## config.mk

```make
export PLATFORM = sky130hd
export DESIGN_NAME = field_line_trigger
export DESIGN_NICKNAME = d
export VERILOG_FILES = /design/src/rtl/field_trig_pkg.sv /design/src/rtl/field_trig_ctl.sv /design/src/rtl/field_trig_dp.sv /design/src/rtl/field_line_trigger.sv
export SDC_FILE = /design/constraint.sdc
export NUM_CORES = 1
export LEC_CHECK = 0
export CAP_MARGIN = 10
export CORE_UTILIZATION = 45
export DETAILED_ROUTE_END_ITERATION = 6
export PLACE_DENSITY = 0.75
export SKIP_CTS_REPAIR_TIMING = 1
export SYNTH_ARGS = -nofsm -noshare
export SYNTH_HDL_FRONTEND = slang
export SYNTH_SLANG_ARGS = --single-unit
```

## constraint.sdc

```tcl
create_clock -name clk -period 1.8 [get_ports clk]
set_input_delay 0.18 -clock clk [delete_from_list [all_inputs] [get_ports clk]]
set_output_delay 0.18 -clock clk [all_outputs]
set_load 0.02 [all_outputs]
```

## src/rtl/field_trig_pkg.sv

```systemverilog
package field_trig_pkg;
  // Strobes issued by control to the count datapath each cycle
  typedef struct packed {
    logic preset;   // load counter from delay word
    logic advance;  // count one line clock
  } trigStrobes_t;
endpackage

```

## src/rtl/field_trig_ctl.sv

```systemverilog
module field_trig_ctl
  import field_trig_pkg::*;
(
  input  logic         clk,
  input  logic         rst,
  input  logic         lineTick,
  input  logic         fieldPulse,
  input  logic         fieldId,
  input  logic         fieldSel,
  input  logic         carry,
  output trigStrobes_t strb,
  output logic         trigger
);
  logic gateOpen;
  logic presetHit;

  // A preset blocks the line clock in its own cycle
  assign presetHit   = fieldPulse && (fieldId == fieldSel);
  assign strb.preset  = presetHit;
  assign strb.advance = gateOpen && lineTick && !presetHit;

  always_ff @(posedge clk) begin
    if (rst) begin
      gateOpen <= 1'b0;
      trigger  <= 1'b0;
    end else begin
      trigger <= carry;
      if (presetHit)
        gateOpen <= 1'b1;
      else if (carry)
        gateOpen <= 1'b0;
    end
  end
endmodule

```

## src/rtl/field_trig_dp.sv

```systemverilog
module field_trig_dp
  import field_trig_pkg::*;
#(
  parameter int CNT_W = 11
) (
  input  logic             clk,
  input  logic             rst,
  input  trigStrobes_t     strb,
  input  logic [CNT_W-1:0] delayIn,
  output logic             carry
);
  localparam logic [CNT_W-1:0] TOP = {CNT_W{1'b1}};

  logic [CNT_W-1:0] count;

  assign carry = strb.advance && (count == TOP);

  always_ff @(posedge clk) begin
    if (rst)
      count <= '0;
    else if (strb.preset)
      count <= delayIn;
    else if (strb.advance)
      count <= count + 1'b1;
  end
endmodule

```

## src/rtl/field_line_trigger.sv

```systemverilog
module field_line_trigger
  import field_trig_pkg::*;
#(
  parameter int CNT_W = 11
) (
  input  logic             clk,
  input  logic             rst,
  input  logic             lineTick,
  input  logic             fieldPulse,
  input  logic             fieldId,
  input  logic             fieldSel,
  input  logic [CNT_W-1:0] delayIn,
  output logic             trigger
);
  trigStrobes_t strb;
  logic         carry;

  field_trig_ctl i_ctl (
    .clk(clk), .rst(rst), .lineTick(lineTick), .fieldPulse(fieldPulse),
    .fieldId(fieldId), .fieldSel(fieldSel), .carry(carry),
    .strb(strb), .trigger(trigger)
  );

  field_trig_dp #(.CNT_W(CNT_W)) i_dp (
    .clk(clk), .rst(rst), .strb(strb), .delayIn(delayIn), .carry(carry)
  );
endmodule

```

==> impl_metrics.csv, run 1 <==
group,metric,value,unit
layout,syn2layout_area_growth,34.0,%
place,placed_cell_area,896,um2
setup_path,cp-start-kind,"register",
grt,first_global_vias,469,
cts,cts_root_buffer,"clkbuf_4",
status,status,"finished, final reports clean",
cts,tritoncts,"yes",
power_and_ir_drop,cellLeakagePower,0.314,nW
power_and_ir_drop,power,0.626,mW
logic_synthesis,syn_area,688,um2
logic_synthesis,synth_top_family_by_area,"simple AND/OR/NAND/NOR gates",
die,coreArea,1370,um2
cts,clock_path_buffers,2,
detailed_routing,drt-initial-drc-count,4,
layout,layout-drive-gt1-share,0.152,
job,maxCapViolations,0,
timing,slew_headroom,0.826,
detailed_routing,vias,607,
logic_synthesis,yosysMostFrequentCell,"dfxtp_1",
timing,min_period_over_period,0.839,
logic_synthesis,synth.area.top_cells,"dfxtp_1, xnor2_1, a211oi_1",
logic_synthesis,syn_area_per_cell,8.94,um2
cts,clkSinkCount,13,
timing,rsz0062_at_grt,"false",
grt,antenna_found_initial,0,
logic_synthesis,synth_common_cells,"dfxtp_1, nor2_1, a211oi_1, nand2_1, xnor2_1",
logic_synthesis,syn_inst,77,
timing,report.final.setup_viol,0,
place,dp_slack,0.191,ns
timing,layout_setup_ws,0.290,ns
place,hpwl,920,um
logic_synthesis,synth_top_area_share,0.378,
logic_synthesis,async_reset_ff_frac,0,
logic_synthesis,synth_mux_area_frac,0,
grt,grt_use_total,0.186,
logic_synthesis,synth-edff-count,0,
die,die-area,1690,um2
logic_synthesis,yosys.area.top_type,"dfxtp_1",
layout,diodes,0,
timing,setup_tns,0,ns
layout,final_area,922,um2
logic_synthesis,yosys.area_share.simple,0.289,
layout,layout.nets,118,
detailed_routing,ant_nets,0,
layout,fin_util,0.675,
timing,min_period,1.51,ns
detailed_routing,vias_per_cell,5.32,
min_path,hold_path_class,"in -> reg",
die,initial_core_util,0.504,
timing,skew,0.00486,ns
die,die-width,41.1,um
logic_synthesis,ys_ff_latch,13,
logic_synthesis,synth_xor_area_frac,0.127,
setup_path,path_class,"reg -> reg",
timing,max_slew.worst_pin.slew,0.260,ns
power_and_ir_drop,vdd_drop_max,0.603,mV
logic_synthesis,synthFlopType,"dfxtp_1",
die,die_h,41.1,um
detailed_routing,first_pass_iters,4,
setup_path,crit_required,1.96,ns
cts,clk_pin_slew,0.08,ns
cts,clkLatencyLatePin,0.27,ns
cts,cts_htree_levels,1,
logic_synthesis,syn_nets,95,
logic_synthesis,synth_compound_area_frac,0.160,
cts,numCtsBuffers,3,
logic_synthesis,ys_warn_count,0,
timing,finalHoldViolCount,0,
setup_path,endpoint_kind,"register",
die,io_pins,18,
place,gp_congestion,0.775,
timing,timing.fmax,662,MHz
die,fp-row-count,13,
detailed_routing,wl_per_cell,11.1,um
grt,grt_max_degree,22,
setup_path,critPathArrivalTime,1.67,ns
place,io_buffer_count,17,
setup_path,path_max_fanout,4,
detailed_routing,drc,0,
detailed_routing,drt_wl_total,1.27,mm
logic_synthesis,yosysSeqAreaShare,0.378,
grt,grt_pass1_wl,1.97,mm
power_and_ir_drop,p_per_area,679,nW/um2
grt,grt_overflow,0,
timing,drv_slew,0,
logic_synthesis,ys_types,26,
logic_synthesis,synth_fa_ha_area_frac,0.0182,
==> cells in the final DEF, fill, tap and decap left out, drive strengths merged <==
master	count
clkbuf	4
xor2	3
nand3	3
nor3	4
and4	1
a41o	1
dfxtp	13
nand3b	1
inv	2
o21ai	1
nor4	1
clkdlybuf4s50	17
and2	1
nor2	12
xnor2	7
buf	4
o31ai	1
a21oi	1
or4	1
nand4	2
a311oi	1
a211oi	9
ha	1
nand2	8
==> worst paths after layout <==
kind                               startpoint        endpoint  slack (ns)  cells after the start
worst max-delay path            i_dp.count[0]  i_ctl.gateOpen        0.29                      5
worst min-delay path               delayIn[9]   i_dp.count[9]        0.49                      3
worst max register to register  i_dp.count[0]  i_ctl.gateOpen        0.29                      5
worst min register to register  i_dp.count[1]   i_dp.count[1]        0.52                      2
==> metal layers <==
metal | track usage | wire, um | vias up
met5 | 0 | 0 | -
met4 | 0.0726 | 15 | 0
met3 | 0.0978 | 86 | 2
met2 | 0.281 | 564 | 16
met1 | 0.219 | 604 | 267
li1 | - | - | 322
==> report_power, final <==
part	internal, mW	leakage, nW	switching (mW)
Sequential	0.311	0.107	0.0270
Clock	0.0859	0.0150	0.0934
Combinational	0.0664	0.192	0.0429
==> worst max-delay path: stages, from the launching register on <==
cell and delay [ns]:
dfxtp_1 0.40, ha_1 0.19, nand3_2 0.11, or4_4 0.56, nand2_1 0.08, a21oi_1 0.06
==> final cells by class <==
class / instances / area [um2]
Clock buffer: 4 / 26.3
Multi-Input combinational cell: 59 / 409
Fill cell: 119 / 444
Sequential cell: 13 / 260
Inverter: 2 / 7.51
Timing Repair Buffer: 21 / 200
Tap cell: 15 / 18.8
==> per-stage QoR <==
stage | hold slack (ns) | instances
finish | 0.488 | 114
global route | 0.482 | 114
CTS | 0.484 | 114
detailed placement | 0.507 | 110
global placement | 0.505 | 110
floorplan | 0.248 | 77
==> state kept, by name (all words and copies together), names as in the netlist <==
| name | flops |
|---|---|
| i_dp.count | 11 |
| i_ctl.gateOpen | 1 |
| i_ctl.trigger | 1 |
==> logic make-up (layout without fill, tap and decap cells) <==
kind of cell	count (synthesis)	in the layout
buffers and inverters	5	27
AOI/OAI and AO/OA	14	14
DFF	13	13
and+or+nand+nor	34	34
xor gates and xnor gates	10	10
adders and majority gates	1	1
No activity file was read; power rests on OpenSTA's default activity.
==> run 2, diff against run 1 <==
==> constraint.sdc (replaced) <==
create_clock -name clk -period 1.55 [get_ports clk]
set_input_delay 0.155 -clock clk [delete_from_list [all_inputs] [get_ports clk]]
set_output_delay 0.155 -clock clk [all_outputs]
set_load 0.02 [all_outputs]
==> run 2 against run 1 <==
Effect of this change: largest power group unchanged; critical endpoint is now i_dp.count[10]; first-iteration DRC count rose by 50%; clock power rose by 16%; final cell count rose by 1.8%; largest cell class unchanged.
==> impl_metrics.csv, run 2 (synthesis gave the netlist of run 1 again) <==
group,metric,value,unit
layout,max_flop_register,"i_dp.count",
layout,layout.nets,120,
timing,slew_headroom,0.841,
layout,top_regs,"i_dp.count (11), i_ctl.gateOpen (1), i_ctl.trigger (1)",
detailed_routing,wl_per_cell,11.8,um
min_path,whs_path_depth,3,
cts,tritoncts,"yes",
grt,grt_overflow,0,
timing,skew,0.00472,ns
setup_path,crit_required,1.74,ns
timing,drv_slew,0,
timing,report.final.setup_viol,0,
timing,finalHoldViolCount,0,
die,die-width,41.1,um
die,io_pins,18,
die,die-area,1690,um2
place,io_buffer_count,17,
timing,max_slew.worst_pin.slew,0.237,ns
place,hpwl,1.02,mm
power_and_ir_drop,p_clk_frac,0.282,
layout,final_cell_mix,"clkdlybuf4s50_1, nor2_1, dfxtp_1, nand2_1, a211oi_1",
layout,final_common_cell,"clkdlybuf4s50_1",
die,coreArea,1370,um2
power_and_ir_drop,p_seq_frac,0.534,
setup_path,path_class,"reg -> reg",
setup_path,endpoint_kind,"register",
layout,n_fill_cell,122,
place,gp_congestion,0.759,
grt,grt_pass1_wl,2.04,mm
power_and_ir_drop,power_frac_comb,0.184,
power_and_ir_drop,swShare,0.262,
layout,multi_input_area,409,um2
cts,clock_path_buffers,2,
detailed_routing,drt_wl_total,1.37,mm
setup_path,rr_worst_depth,6,
timing,layout_setup_ws,0.0900,ns
cts,clkLatencyLatePin,0.27,ns
detailed_routing,drc,0,
cts,clkSinkCount,13,
cts,numCtsBuffers,3,
cts,cts_root_buffer,"clkbuf_4",
setup_path,path_max_fanout,4,
detailed_routing,vias,606,
timing,min_period,1.46,ns
detailed_routing,first_pass_iters,4,
place,dp_slack,-0.0700,ns
setup_path,critPathArrivalTime,1.65,ns
detailed_routing,drt-initial-drc-count,6,
grt,grt_max_degree,22,
power_and_ir_drop,vdd_drop_max,0.510,mV
cts,clk_pin_slew,0.08,ns
cts,cts_htree_levels,1,
layout,largest_register_ffs,11,
min_path,hold_path_class,"in -> reg",
timing,rsz0062_at_grt,"false",
grt,grt_use_total,0.184,
detailed_routing,ant_nets,0,
layout,final_area,951,um2
layout,instances_no_fill,116,
place,dp.cells,112,
job,maxCapViolations,0,
layout,syn2layout_area_growth,38.2,%
power_and_ir_drop,cellLeakagePower,0.329,nW
die,initial_core_util,0.504,
power_and_ir_drop,p_sw,0.193,mW
power_and_ir_drop,intPower,0.545,mW
grt,antenna_found_initial,0,
die,die_h,41.1,um
status,status,"finished, final reports clean",
power_and_ir_drop,p_per_area,776,nW/um2
grt,first_global_vias,489,
timing,setup_tns,0,ns
layout,diodes,0,
timing,timing.fmax,685,MHz
setup_path,cp-start-kind,"register",
timing,min_period_over_period,0.942,
detailed_routing,vias_per_cell,5.22,
layout,seq_area,262,um2
layout,layout-drive-gt1-share,0.178,
setup_path,regToRegSetupSlack,0.09,ns
die,fp-row-count,13,
place,placed_cell_area,923,um2
[run 2: cell count changes in the layout (fill, tap and decap cells not counted), sizes merged]
cell / delta
buf: +2
[run 2: final timing paths]
kind | start | to
worst max-delay path | i_dp.count[1] | i_dp.count[10]
worst min-delay path | delayIn[1] | i_dp.count[1]
worst max register to register | i_dp.count[1] | i_dp.count[10]
worst min register to register | i_dp.count[1] | i_dp.count[1]
[run 2: cell type report]
class | instances | share of cell area
multi-input cells | 59 | 0.430
flip-flops and latches | 13 | 0.275
repair buffers | 23 | 0.239
clock buffers | 4 | 0.0276
well taps | 15 | 0.0197
inverters | 2 | 0.00789
[run 2: power by group through the flow]
stage	clock, mW	combinational [mW]	sequential, mW
floorplan	0	0.0693	0.394
global placement	0	0.134	0.399
detailed placement	0	0.136	0.401
CTS	0.216	0.137	0.393
global route	0.232	0.148	0.399
finish	0.208	0.136	0.394
[run 2: through the flow]
stage / hold WS, ns / utilization / power [mW]
final: 0.471 / 0.696 / 0.738
after global routing: 0.472 / 0.696 / 0.779
after floorplan: 0.223 / - / 0.463
after CTS: 0.469 / 0.695 / 0.746
after detailed placement: 0.508 / 0.676 / 0.537
after global placement: 0.505 / 0.676 / 0.532
[run 2: routing by layer]
layer,part of all wire,global-route usage,wire (um)
met5,0,0,0
met4,0,0.0484,0
met3,0.038,0.0489,52
met2,0.47,0.316,644
met1,0.49,0.222,671
[run 2: worst max-delay path, cell delays in order (launching register included)]
cell and delay [ns]:
dfxtp_1 0.38, ha_1 0.18, nand3_2 0.09, buf_4 0.15, nor4_2 0.26, xnor2_1 0.11
a211oi_2 0.21
